**src/rtl/isa_dec_pkg.sv**
```systemverilog
package isa_dec_pkg;

    typedef enum logic [1:0] {
        RDY_IDLE = 2'd0,
        RDY_HOLD = 2'd1,
        RDY_TAIL = 2'd2
    } rdy_state_t;

    typedef struct packed {
        logic hit;
        logic narrow;
    } io_match_t;

    typedef struct packed {
        logic lo;
        logic hi;
    } lanes_t;

    function automatic lanes_t pick_lanes(logic active, logic odd, logic bhe);
        lanes_t l;
        l.lo = active & ~(odd & bhe);
        l.hi = active & bhe;
        return l;
    endfunction

endpackage

```
**src/rtl/isa_io_match.sv**
```systemverilog
module isa_io_match
    import isa_dec_pkg::*;
#(
    parameter int                IO_AW        = 16,
    parameter int                BLOCK_SZ     = 16,
    parameter int                IO_BLOCKS    = 3,
    parameter logic [IO_AW-1:0]  IO_FIRST     = 16'h03B0,
    parameter logic [IO_AW-1:0]  NARROW_FIRST = 16'h03C6,
    parameter logic [IO_AW-1:0]  NARROW_LAST  = 16'h03C9
) (
    input  logic [IO_AW-1:0] io_addr,
    input  logic             enable,
    output io_match_t        m
);
    localparam int BLK_BITS = $clog2(BLOCK_SZ);
    localparam int TAG_W    = IO_AW - BLK_BITS;
    localparam logic [TAG_W-1:0] BASE_TAG = IO_FIRST[IO_AW-1:BLK_BITS];

    logic [IO_BLOCKS-1:0] blk_hit;

    for (genvar g = 0; g < IO_BLOCKS; g++) begin : g_blk
        localparam logic [TAG_W-1:0] TAG_G = BASE_TAG + TAG_W'(g);
        assign blk_hit[g] = (io_addr[IO_AW-1:BLK_BITS] == TAG_G);
    end

    always_comb begin
        m.hit    = enable & (|blk_hit);
        m.narrow = (io_addr >= NARROW_FIRST) && (io_addr <= NARROW_LAST);
    end
endmodule

```
**src/rtl/isa_lane_sel.sv**
```systemverilog
module isa_lane_sel
    import isa_dec_pkg::*;
(
    input  logic   active,
    input  logic   odd,
    input  logic   bhe,
    output lanes_t lanes
);
    assign lanes = pick_lanes(active, odd, bhe);
endmodule

```
**src/rtl/isa_ready_fsm.sv**
```systemverilog
module isa_ready_fsm
    import isa_dec_pkg::*;
(
    input  logic clk,
    input  logic rst,
    input  logic req,
    input  logic strobe,
    input  logic done,
    output logic pull_low
);
    rdy_state_t state_q, state_d;

    always_comb begin
        state_d = state_q;
        unique case (state_q)
            RDY_IDLE: if (req)     state_d = RDY_HOLD;
            RDY_HOLD: if (done)    state_d = RDY_TAIL;
            RDY_TAIL: if (!strobe) state_d = RDY_IDLE;
            default:               state_d = RDY_IDLE;
        endcase
    end

    always_ff @(posedge clk) begin
        if (rst) state_q <= RDY_IDLE;
        else     state_q <= state_d;
    end

    assign pull_low = (state_q == RDY_HOLD);
endmodule

```
**src/rtl/isa_host_decode.sv**
```systemverilog
module isa_host_decode
    import isa_dec_pkg::*;
#(
    parameter int                LA_W         = 7,
    parameter int                IO_AW        = 16,
    parameter logic [LA_W-1:0]   MEM_TAG      = 7'h05,
    parameter int                BLOCK_SZ     = 16,
    parameter int                IO_BLOCKS    = 3,
    parameter logic [IO_AW-1:0]  IO_FIRST     = 16'h03B0,
    parameter logic [IO_AW-1:0]  NARROW_FIRST = 16'h03C6,
    parameter logic [IO_AW-1:0]  NARROW_LAST  = 16'h03C9
) (
    input  logic             clk,
    input  logic             rst,
    input  logic [LA_W-1:0]  la_hi,
    input  logic [IO_AW-1:0] io_addr,
    input  logic             io_en_n,
    input  logic             mem_rd_n,
    input  logic             mem_wr_n,
    input  logic             io_rd_n,
    input  logic             io_wr_n,
    input  logic             bhe_n,
    input  logic             suspend,
    input  logic             xfer_done,
    output logic             mem_cs16_n,
    output logic             io_cs16_n,
    output logic             reg_sel,
    output logic             byte_lo_en,
    output logic             byte_hi_en,
    output logic             rdy_pull_low
);
    // Suspend gating of the three inputs that go quiet in low-power mode
    logic io_en_eff, mem_wr_eff, bhe_eff;
    assign io_en_eff  = ~io_en_n  & ~suspend;
    assign mem_wr_eff = ~mem_wr_n & ~suspend;
    assign bhe_eff    = ~bhe_n    & ~suspend;

    logic mem_hit, mem_strobe, io_strobe, active;
    io_match_t io_m;
    lanes_t    lanes;

    assign mem_hit    = (la_hi == MEM_TAG);
    assign mem_strobe = ~mem_rd_n | mem_wr_eff;
    assign io_strobe  = ~io_rd_n | ~io_wr_n;

    isa_io_match #(
        .IO_AW       (IO_AW),
        .BLOCK_SZ    (BLOCK_SZ),
        .IO_BLOCKS   (IO_BLOCKS),
        .IO_FIRST    (IO_FIRST),
        .NARROW_FIRST(NARROW_FIRST),
        .NARROW_LAST (NARROW_LAST)
    ) io_match_i (
        .io_addr(io_addr),
        .enable (io_en_eff),
        .m      (io_m)
    );

    assign active = (mem_hit & mem_strobe) | (io_m.hit & io_strobe);

    isa_lane_sel lane_i (
        .active(active),
        .odd   (io_addr[0]),
        .bhe   (bhe_eff),
        .lanes (lanes)
    );

    isa_ready_fsm ready_i (
        .clk     (clk),
        .rst     (rst),
        .req     (mem_hit & mem_strobe),
        .strobe  (mem_strobe),
        .done    (xfer_done),
        .pull_low(rdy_pull_low)
    );

    assign mem_cs16_n = ~mem_hit;
    assign reg_sel    = io_m.hit;
    assign io_cs16_n  = ~(io_m.hit & ~io_m.narrow);
    assign byte_lo_en = lanes.lo;
    assign byte_hi_en = lanes.hi;
endmodule

```
**config.mk**
```make
export PLATFORM = sky130hd
export DESIGN_NAME = isa_host_decode
export DESIGN_NICKNAME = d
export VERILOG_FILES = /design/src/rtl/isa_dec_pkg.sv /design/src/rtl/isa_io_match.sv /design/src/rtl/isa_lane_sel.sv /design/src/rtl/isa_ready_fsm.sv /design/src/rtl/isa_host_decode.sv
export SDC_FILE = /design/constraint.sdc
export NUM_CORES = 1
export LEC_CHECK = 0
export BUFFER_PORTS_ARGS = -buffer_cell sky130_fd_sc_hd__buf_4
export CAP_MARGIN = 15
export CORE_AREA = 2 2 39 41
export CTS_BUF_LIST = sky130_fd_sc_hd__clkbuf_4 sky130_fd_sc_hd__clkbuf_8 sky130_fd_sc_hd__clkbuf_16
export DETAILED_ROUTE_END_ITERATION = 10
export DIE_AREA = 0 0 41 43
export PLACE_DENSITY = 0.69
export SYNTH_ARGS = -nofsm -noshare
export SYNTH_HDL_FRONTEND = slang
export SYNTH_HIERARCHICAL = 1
export SYNTH_SLANG_ARGS = --single-unit
```
**constraint.sdc**
```tcl
create_clock -name clk -period 7.1 [get_ports clk]
set_input_delay 1.065 -clock clk [delete_from_list [all_inputs] [get_ports clk]]
set_output_delay 1.065 -clock clk [all_outputs]
set_load 0.05 [all_outputs]
```
# == Word-level counts from Yosys, hierarchy flattened ==
# Cells that the tools add are included.
# classes
add_sub_neg,0
mul,0
div_mod_pow,0
n_lt_le_gt_ge,2
eq_ne,9
shifts,0
muxes,4
n_bitwise,24
reduce_logical,4
# op_table
cell,count
$eq 12x6->1 const B,3
$ge 16x10->1 const B,1
$le 16x10->1 const B,1
$not 1->1,11
$and 1x1->1,10
$eq 7x3->1 const B,1
$mux 2,3
$pmux 2 s3,1
$ne 2x2->1 const B,2
$or 1x1->1,3
$reduce_and 3->1,1
$reduce_or 3->1,1
$eq 2x1->1 const B,1
$eq 2x2->1 const B,1
$logic_not 2->1,1
$ne 2x1->1 const B,1
$logic_and 1x1->1,1
# totals
register_bits,2
latch_bits,0
ram_bits,0
rom_bits,0
in_bits,33
out_inout_bits,6
elab_cells,44
n_memories,0

# == Logic depth before layout (Yosys ltp) ==
# Gate-level depths: netlist (run 1).
# logic_depth
depth_word,6
mapped_depth,6
ltp_nobuf,6

# == Cells and area by module ==
# Netlist (run 1), hierarchy kept.
# modules_own_cells
module,n_inst,cells_per_inst,area_each_um2,seq_area_each_um2
isa_ready_fsm,1,9,92.6,40.0
isa_host_decode,1,11,81.3,0.0
isa_io_match,1,12,77.6,0.0
isa_lane_sel,1,2,17.5,0.0

# == Worst setup path after synthesis (run 1) ==
# Ideal clock, no wire load.
# synth_timing
kind,input -> output
from,input port io_addr[13]
to,output port byte_lo_en
arrival_time_ns,4.218
required_time_ns,6.035
slack_ns,1.817
cell_stages,6
n_path_buf,0
path_cell_list,or4b_1 -> or4_1 -> nor3b_1 -> a21bo_2 -> o31ai_2 -> a21boi_2
# synth_via
elab_chain_len,6
elab_cells_between_ends,8
cone_classes,eq/ne (3); bitwise (4); reduce/logical (1)
# synth_lines
element,line,rtl
from (decl),isa_host_decode.sv:16,"input logic [IO_AW-1:0] io_addr,"
$eq 12x6->1,isa_io_match.sv:23,assign blk_hit[g] = (io_addr[IO_AW-1:BLK_BITS] == TAG_G);
$reduce_or 3->1 *,isa_io_match.sv:27,m.hit = enable & (|blk_hit);
$and 1x1->1 *,isa_io_match.sv:27,
net reg_sel,isa_host_decode.sv:27,"output logic reg_sel,"
$and 1x1->1 *,isa_host_decode.sv:59,assign active = (mem_hit & mem_strobe) | (io_m.hit & io_strobe);
$or 1x1->1 *,isa_host_decode.sv:59,
net active,isa_host_decode.sv:38,"logic mem_hit, mem_strobe, io_strobe, active;"
$and 1x1->1 *,isa_dec_pkg.sv:21,l.lo = active & ~(odd & bhe);
to (decl),isa_host_decode.sv:28,"output logic byte_lo_en,"
# The timed path passes the listed nets; every way through them passes the cells marked *.

# == Final worst setup path (run 1) ==
# layout_timing
from,input port io_addr[13]
to,output port byte_lo_en
# layout_via
elab_chain_len,6
elab_cells_between_ends,8
cone_classes,eq/ne (3); bitwise (4); reduce/logical (1)
# layout_lines
element,line
$eq 12x6->1,isa_io_match.sv:23
$reduce_or 3->1 *,isa_io_match.sv:27
$and 1x1->1 *,isa_io_match.sv:27
$and 1x1->1 *,isa_host_decode.sv:59
$or 1x1->1 *,isa_host_decode.sv:59
net active,isa_host_decode.sv:38
$and 1x1->1 *,isa_dec_pkg.sv:21
# Marked as above.

==> flow_summary.json, run 1 <==
{
  "status": "finished clean",
  "cts_root_buf": "clkbuf_4",
  "syn_nets": 67,
  "p_sw_uw": 10.6,
  "final_cell_mix": "38 x buf_4, 4 x nor2_1, 4 x nand3b_1",
  "first_pass_iters": 2,
  "rows": 14,
  "cts_setup_buffers": 0,
  "wirelength_um": 802,
  "fillers": 142,
  "maxSlewHeadroom_pct": 79.1,
  "synth_simple_gate_area_share_pct": 54.9,
  "setup_viol": 0,
  "diodes": 0,
  "synth_top_family_by_area": "simple AND/OR/NAND/NOR gates",
  "tightest_slew_ns": 0.312,
  "viasPerCell": 4.34,
  "cts_made_buffers": 3,
  "arrival_ns": 3.20,
  "clockBufferDepth": 2,
  "tns_ns": 0,
  "slowest_delay_ns": 0.51,
  "power.density_mw_per_mm2": 90.2,
  "period_minus_slack_ns": 4.27,
  "crit_type": "in -> out",
  "seqCellArea_um2": 40.0,
  "cts-hold-fix-buffers": 0,
  "min_path_type": "reg -> reg",
  "htreeDepth": 1,
  "power.total_uw": 53.8,
  "start_util_pct": 19.4,
  "critPathSlowestCell": "or4_1",
  "drt_iter0_drc": 3,
  "crit_top_cell": "buf_4",
  "path_delay_family": "simple AND/OR/NAND/NOR gates",
  "ant_nets": 0,
  "wl_per_cell_um": 8.81,
  "ys_seq_area_share_pct": 14.9,
  "intPower_uw": 43.2,
  "grt.total_usage_pct": 9.92,
  "synthMuxAreaShare_pct": 4.19,
  "cts_sinks": 2,
  "nNetsFinal": 110,
  "vias": 395,
  "swShare_pct": 19.7,
  "reg.largest.list": "ready_i/state_q (2)",
  "max-cap-violations": 0,
  "pwr-share-seq_pct": 21.1,
  "dieWidth_um": 41,
  "endpoint_kind": "output pin",
  "fmax_mhz": 234,
  "rsz0062_at_grt": "false",
  "grt_pass1_wl_um": 1180,
  "io_buffers": 38,
  "path_clk_slew_ns": 0.03,
  "p_clk_share_pct": 45.5,
  "hold_violations": 0,
  "avgSynthCellArea_um2": 7.91,
  "leakage_uw": 0.000273,
  "grt_max_degree": 6,
  "multi_input_area_um2": 225,
  "comb_power_share_pct": 33.4,
  "synth_fa_ha_area_share_pct": 0,
  "grt_antenna_before_repair": 0,
  "regMostFlops": "ready_i/state_q",
  "boundaryPins": 39,
  "drv_slew": 0,
  "cts.repair.resized": 0,
  "synth_area_um2": 269,
  "mostFrequentLayoutCell": "buf_4",
  "clock_skew_ns": 0.00330,
  "grt-ovfl-total": 0,
  "areaGrowthSynthToFinish_pct": 122,
  "routabilityCongestion": 0.611,
  "fin_util_pct": 43.1,
  "yosysUniqueCellTypes": 24,
  "synth-seq-cells": 2,
  "drive_above_1_share_pct": 64.0,
  "cts_tree": "built",
  "hpwl_um": 717,
  "grt_pass1_vias": 356,
  "vdd_drop_max_mv": 0.0706,
  "path_cells": "buf_4 > or4b_1 > or4_1 > nor3b_1 > a21bo_2 > o31ai_2 > a21boi_2 > buf_4",
  "synth_compound_area_share_pct": 24.7,
  "syn_inst": 34,
  "largest_reg_flops": 2,
  "core_area_mm2": 0.00138,
  "yosysWarnings": 6,
  "start_kind": "primary input",
  "worstPathRequired_ns": 6.03,
  "die_y_um": 43,
  "clk_latency_ns": 0.22,
  "synthXorXnorAreaFrac_pct": 0,
  "critPathBufInv": 2,
  "period_share_pct": 60.1,
  "cp_max_fo": 3,
  "die_area_mm2": 0.00176,
  "remaining_drc_errors": 0
}
[kinds of logic after synthesis]
family / count (synthesis)
compound gates: 7
simple gates: 23
flops: 2
buf+inv: 1
mux: 1
[worst reg2reg max path, stage by stage (launching register included)]
cell,delay (ns)
dfxtp_1,0.35
or2b_1,0.25
a211oi_2,0.16
[synthesized netlist by cell type]
library cell / number / area share (%)
o31ai_2: 1 / 4.7
or3b_2: 1 / 3.3
or4b_1: 1 / 3.7
nor3b_1: 1 / 2.8
a211oi_1: 1 / 2.8
a21oi_1: 1 / 1.9
nand3b_1: 4 / 11
or4b_4: 1 / 5.1
or2b_1: 1 / 2.8
nand2_1: 3 / 4.2
mux2_2: 1 / 4.2
a21boi_2: 1 / 4.2
a21bo_2: 1 / 3.7
nor3_1: 1 / 1.9
or4_1: 1 / 2.8
inv_1: 1 / 1.4
nor2b_1: 1 / 2.3
o21a_1: 1 / 2.8
dfxtp_1: 2 / 15
nor2_1: 4 / 5.6
and2_1: 1 / 2.3
or2_1: 1 / 2.3
a211oi_2: 1 / 4.7
nand2b_1: 2 / 4.7
[power by group through the flow]
stage	sequential [uW]	clock, uW	combinational [uW]
floorplan	11.5	0	3.86
global placement	11.5	0	17.9
detailed placement	11.5	0	18.2
CTS	11.4	26.3	18.2
global route	11.4	27.7	19.7
finish	11.4	24.5	18.0
[metrics by stage]
stage          cells  hold slack [ns]  cell area (um2)  setup WS [ns]
4_1_cts           91            0.465              597           2.82
6_report          91            0.466              597           2.83
3_3_place_gp      88            0.456              574           2.87
5_1_grt           91            0.491              597           2.71
3_5_place_dp      88            0.467              574           2.82
2_1_floorplan     34            0.439              269           1.82
[worst paths after layout]
kind,startpoint,endpoint,slack [ns],cells past startpoint
worst max-delay path,io_addr[13],byte_lo_en,2.83,8
worst min-delay path,ready_i/state_q[1],ready_i/state_q[0],0.47,1
worst max register to register,ready_i/state_q[0],ready_i/state_q[0],6.26,2
worst min register to register,ready_i/state_q[1],ready_i/state_q[0],0.47,1
[layout make-up]
type                       count  area share, %
clock buffer                   3           3.77
tap                           16           3.35
multi-input combinational     31           37.7
inverter                       1          0.629
sequential                     2           6.71
timing repair buffer          38           47.8
[layer usage]
layer  routed length [um]  vias to the layer above  GRT usage, %
li1                     -                      208             -
met1                  277                      165          7.35
met2                  402                       22          17.2
met3                  123                        0          5.76
met4                    0                        0          6.67
met5                    0                        -             0
Power figures use the tool's default switching activity.
==> run 2, diff against run 1 <==
ABC_AREA = 1   (was unset)
PLACE_DENSITY = 0.71   (was 0.69)
clock period = 4.1 ns   (was 7.1 ns; I/O delays follow)
==> run 2 against run 1 <==
  * First-iteration DRC count shrank 100%
  * Count of clock-buffer cells in the layout is the same
  * Design area grew 4.4%
  * Combinational power grew 100%
  * Critical path depth grew 1
  * Sequential share of layout area shrank 0.28 points
  * Clock skew grew 0.0027 ns
  * Worst setup slack lost 0.97 ns
  * Utilization grew 1.9 points
  * Power grew 85%
  * Register-to-register slack lost 2.9 ns
  * Largest cell class unchanged
  * Highest routed layer unchanged
==> flow_summary.json, run 2 <==
{
  "cts_setup_buffers": 0,
  "cts-hold-fix-buffers": 0,
  "max-cap-violations": 0,
  "clk_latency_ns": 0.23,
  "path_clk_slew_ns": 0.03,
  "synth.most_common_cell": "nand2_1",
  "grt_antenna_before_repair": 0,
  "viasPerCell": 4.23,
  "start_util_pct": 21.3,
  "vias": 482,
  "cts_tree": "built",
  "grt-ovfl-total": 0,
  "drv_slew": 0,
  "grt.total_usage_pct": 11.8,
  "ys.flop_type": "dfxtp_1",
  "pre_cts_ws_ns": 1.83,
  "tightest_slew_ns": 0.170,
  "mostFrequentLayoutCell": "buf_4",
  "synth_area_um2": 295,
  "cts_made_buffers": 3,
  "period_share_pct": 54.6,
  "diodes": 0,
  "areaGrowthSynthToFinish_pct": 111,
  "regMostFlops": "ready_i/state_q",
  "yosysTopAreaCell": "nand2_1",
  "tns_ns": 0,
  "dp.cells": 111,
  "boundaryPins": 39,
  "clock_skew_ns": 0.00596,
  "clockBufferDepth": 2,
  "htreeDepth": 1,
  "slowest_delay_ns": 0.20,
  "routabilityCongestion": 0.573,
  "die_y_um": 43,
  "hpwl_um": 843,
  "drive_above_1_share_pct": 48.0,
  "wirelength_um": 901,
  "critPathSlowestCell": "buf_4",
  "wl_per_cell_um": 7.90,
  "cts_root_buf": "clkbuf_4",
  "grt_pass1_wl_um": 1460,
  "rsz0062_at_grt": "false",
  "start_kind": "primary input",
  "reg.largest.list": "ready_i/state_q (2)",
  "worst_slack_ns": 1.86,
  "instances_no_fill": 114,
  "synth_edf_count": 0,
  "final_cell_mix": "38 x buf_4, 17 x nand2_1, 14 x inv_1",
  "path_cells": "buf_4 > nor2_1 > nand4_1 > nor2_1 > nand2_1 > nand2_1 > inv_1 > a21oi_2 > buf_4",
  "first_pass_iters": 1,
  "drt_iter0_drc": 0,
  "dieWidth_um": 41,
  "nNetsFinal": 133,
  "cp_max_fo": 3,
  "crit_type": "in -> out",
  "yosysTopAreaCellShare_pct": 21.6,
  "grt_pass1_vias": 443,
  "maxSlewHeadroom_pct": 88.6,
  "core_area_mm2": 0.00138,
  "fmax_mhz": 446,
  "synth_commonest_cells": "17 x nand2_1, 14 x inv_1, 10 x nor2_1",
  "leakage_uw": 0.000353,
  "endpoint_kind": "output pin",
  "yosysUniqueCellTypes": 13,
  "syn_inst": 57,
  "yosysWarnings": 6,
  "largest_reg_flops": 2,
  "ys_seq_area_share_pct": 13.6,
  "period_minus_slack_ns": 2.24,
  "avgSynthCellArea_um2": 5.18,
  "cts.repair.resized": 0,
  "setup_viol": 0,
  "synthArstFlopShare_pct": 0,
  "hold_violations": 0,
  "syn_nets": 90,
  "synth-seq-cells": 2,
  "cts_sinks": 2,
  "min_path_type": "reg -> reg",
  "ys_top_cells_by_area": "nand2_1 22%, inv_1 18%, dfxtp_1 14%",
  "die_area_mm2": 0.00176,
  "path_delay_family": "simple AND/OR/NAND/NOR gates",
  "remaining_drc_errors": 0,
  "critPathBufInv": 3,
  "arrival_ns": 1.63,
  "worstPathRequired_ns": 3.48,
  "io_buffers": 38,
  "power.density_mw_per_mm2": 160,
  "rows": 14,
  "vdd_drop_max_mv": 0.0454,
  "status": "finished clean",
  "ant_nets": 0,
  "grt_max_degree": 6
}
==> run 2: changes by cell type in the layout (fill, tap and decap cells not counted), sizes merged, moves of 4 or more <==
cell    delta
inv       +13
nand2     +14
nand3      +4
nand3b     -4
nor2       +7
==> run 2: layer usage <==
layer / GRT usage [%] / wire, um / part of all wire, % / vias up
met2: 22.8 / 469 / 52 / 29
met4: 6.00 / 0 / 0 / 0
met3: 2.62 / 94 / 10 / 0
met1: 9.84 / 338 / 38 / 198
li1: - / - / - / 255
met5: 0 / 0 / 0 / -
==> run 2: path summary, 6_finish.rpt <==
check	cells past startpoint	startpoint	endpoint	slack, ns
hold / removal	2	ready_i/state_q[0]	ready_i/state_q[1]	0.51
setup / recovery	9	suspend	byte_lo_en	1.86
setup reg to reg	2	ready_i/state_q[1]	ready_i/state_q[0]	3.40
hold reg to reg	2	ready_i/state_q[0]	ready_i/state_q[1]	0.51
==> run 2: cells by family (layout without fill, tap and decap cells) <==
| family | Yosys count | count (layout) | share of synthesized area (%) |
|---|---|---|---|
| DFF | 2 | 2 | 13.6 |
| buffers and inverters | 14 | 55 | 17.8 |
| and+or+nand+nor | 36 | 36 | 56.4 |
| AOI/OAI and AO/OA | 5 | 5 | 12.3 |
==> run 2: worst reg2reg max path, stage by stage, from the launching register on <==
cell	delay (ns)
dfxtp_1	0.33
nor3_1	0.18
nor2_1	0.06
==> run 2: area by class of cell <==
type                       instances  area [um2]
clock buffer                       3        22.5
fill                             159         761
inverter                          14        52.6
multi-input combinational         41         203
sequential                         2        40.0
tap                               16        20.0
timing repair buffer              38         285
==> run 2: where the power goes <==
part           switching (uW)  internal (uW)
clock                    11.0           32.3
combinational            12.7           23.6
sequential              0.141           19.8
total                    23.9           75.6
==> run 2: through the flow <==
stage / hold WS [ns] / total power [uW] / instance area (um2) / util, %
detailed placement: 0.512 / 56.9 / 601 / 43.4
finish: 0.507 / 99.5 / 623 / 45.0
global placement: 0.500 / 56.2 / 601 / 43.4
floorplan: 0.481 / 29.4 / 295 / -
global route: 0.534 / 108 / 623 / 45.0
CTS: 0.509 / 102 / 623 / 45.0
==> run 3, diff against run 2 <==
clock period = 2.07 ns   (was 4.1 ns; I/O delays follow)
==> run 3 against run 2 <==
  * Largest cell class unchanged
  * Cell count did not move
  * Critical path type unchanged
  * Via count rose by 1.0%
  * Sequential cell count is the same
  * Utilization rose by 0.18 points
  * First-iteration DRC count grew 1
  * Largest power group unchanged
==> flow_summary.json, run 3 (synthesis results as in run 2) <==
{
  "status": "finished clean",
  "mostFrequentLayoutCell": "buf_4",
  "period_share_pct": 77.8,
  "wirelength_um": 935,
  "htreeDepth": 1,
  "start_util_pct": 21.3,
  "instances_no_fill": 114,
  "holdPathEnd": "ready_i/state_q[1]",
  "grt_max_degree": 6,
  "swShare_pct": 23.2,
  "grt_pass1_vias": 443,
  "fmax_mhz": 621,
  "boundaryPins": 39,
  "power.density_mw_per_mm2": 312,
  "min_path_cells": 2,
  "areaGrowthSynthToFinish_pct": 112,
  "grt.total_usage_pct": 10.8,
  "clock_skew_ns": 0.00228,
  "routabilityCongestion": 0.626,
  "crit_type": "in -> out",
  "tns_ns": 0,
  "worst_slack_ns": 0.459,
  "rows": 14,
  "reg.largest.list": "ready_i/state_q (2)",
  "min_path_type": "in -> reg",
  "endpoint_kind": "output pin",
  "die_y_um": 43,
  "pwr-share-seq_pct": 20.2,
  "regToRegStartpoint": "ready_i/state_q[1]",
  "period_minus_slack_ns": 1.61,
  "worstPathRequired_ns": 1.76,
  "hp-start": "rst",
  "grt_antenna_before_repair": 0,
  "ant_nets": 0,
  "cts-hold-fix-buffers": 0,
  "die_area_mm2": 0.00176,
  "comb_power_share_pct": 37.2,
  "core_area_mm2": 0.00138,
  "clk_latency_ns": 0.22,
  "critPathBufInv": 3,
  "path_clk_slew_ns": 0.03,
  "intPower_uw": 150,
  "dp.cells": 111,
  "r2r_slack_ns": 1.37,
  "path_delay_family": "simple AND/OR/NAND/NOR gates",
  "vias": 487,
  "first_pass_iters": 4,
  "cts_tree": "built",
  "tightest_slew_ns": 0.171,
  "pre_cts_ws_ns": 0.433,
  "cts.repair.resized": 0,
  "r2r_cells": 2,
  "slowest_delay_ns": 0.20,
  "remaining_drc_errors": 0,
  "cp_max_fo": 3,
  "rsz0062_at_grt": "false",
  "grt_pass1_wl_um": 1340,
  "grt-ovfl-total": 0,
  "largest_reg_flops": 2,
  "vdd_drop_max_mv": 0.104,
  "viasPerCell": 4.27,
  "max-cap-violations": 0,
  "diodes": 0,
  "final_cell_mix": "38 x buf_4, 17 x nand2_1, 14 x inv_1",
  "critPathSlowestCell": "buf_4",
  "io_buffers": 38,
  "drive_above_1_share_pct": 49.0,
  "setup_viol": 0,
  "arrival_ns": 1.30,
  "cts_root_buf": "clkbuf_4",
  "leakage_uw": 0.000353,
  "dieWidth_um": 41,
  "regMostFlops": "ready_i/state_q",
  "p_sw_uw": 45.2,
  "cts_made_buffers": 3,
  "maxSlewHeadroom_pct": 88.6,
  "start_kind": "primary input",
  "hold_violations": 0,
  "p_clk_share_pct": 42.5,
  "reg2reg_to": "ready_i/state_q[0]",
  "hpwl_um": 858,
  "drt_iter0_drc": 1,
  "nNetsFinal": 133,
  "cts_setup_buffers": 0,
  "path_cells": "buf_4 > nor2_1 > nand4_1 > nor2_2 > nand2_1 > nand2_1 > inv_1 > a21oi_2 > buf_4",
  "clockBufferDepth": 2,
  "cts_sinks": 2,
  "drv_slew": 0,
  "wl_per_cell_um": 8.20
}
==> run 3: layout make-up <==
class                           instances  area [um2]
Clock buffer                            3        22.5
Fill cell                             158         758
Inverter                               14        52.6
Multi-Input combinational cell         41         205
Sequential cell                         2        40.0
Tap cell                               16        20.0
Timing Repair Buffer                   38         285
==> run 3: how the worst max path moves through the flow <==
stage | startpoint | end | cells past startpoint
finish | suspend | byte_lo_en | 9
global route | suspend | byte_lo_en | 9
CTS | suspend | byte_lo_en | 9
detailed placement | suspend | byte_lo_en | 9
global placement | suspend | byte_lo_en | 9
floorplan | io_addr[10] | byte_lo_en | 7
==> run 3: per-stage QoR <==
stage	util (%)	power [uW]	area, um2	hold slack (ns)
final	45.2	195	626	0.258
after global routing	45.2	211	626	0.250
after CTS	45.2	200	626	0.250
after detailed placement	43.6	113	603	0.485
after global placement	43.6	111	603	0.482
after floorplan	-	58.4	298	0.380
==> run 3: per-layer routing <==
| layer | wire length [um] | track usage (%) |
|---|---|---|
| met5 | 0 | 0 |
| met2 | 506 | 21.6 |
| met1 | 323 | 7.94 |
| met4 | 8 | 6.00 |
| met3 | 96 | 2.62 |
==> run 3: power by group through the flow <==
stage	registers (uW)	logic, uW	clock network (uW)
after global routing	39.4	79.5	92.6
after detailed placement	39.9	73.3	0
final	39.4	72.6	82.9
after global placement	39.9	71.4	0
after CTS	39.4	73.4	87.7
after floorplan	39.8	18.5	0
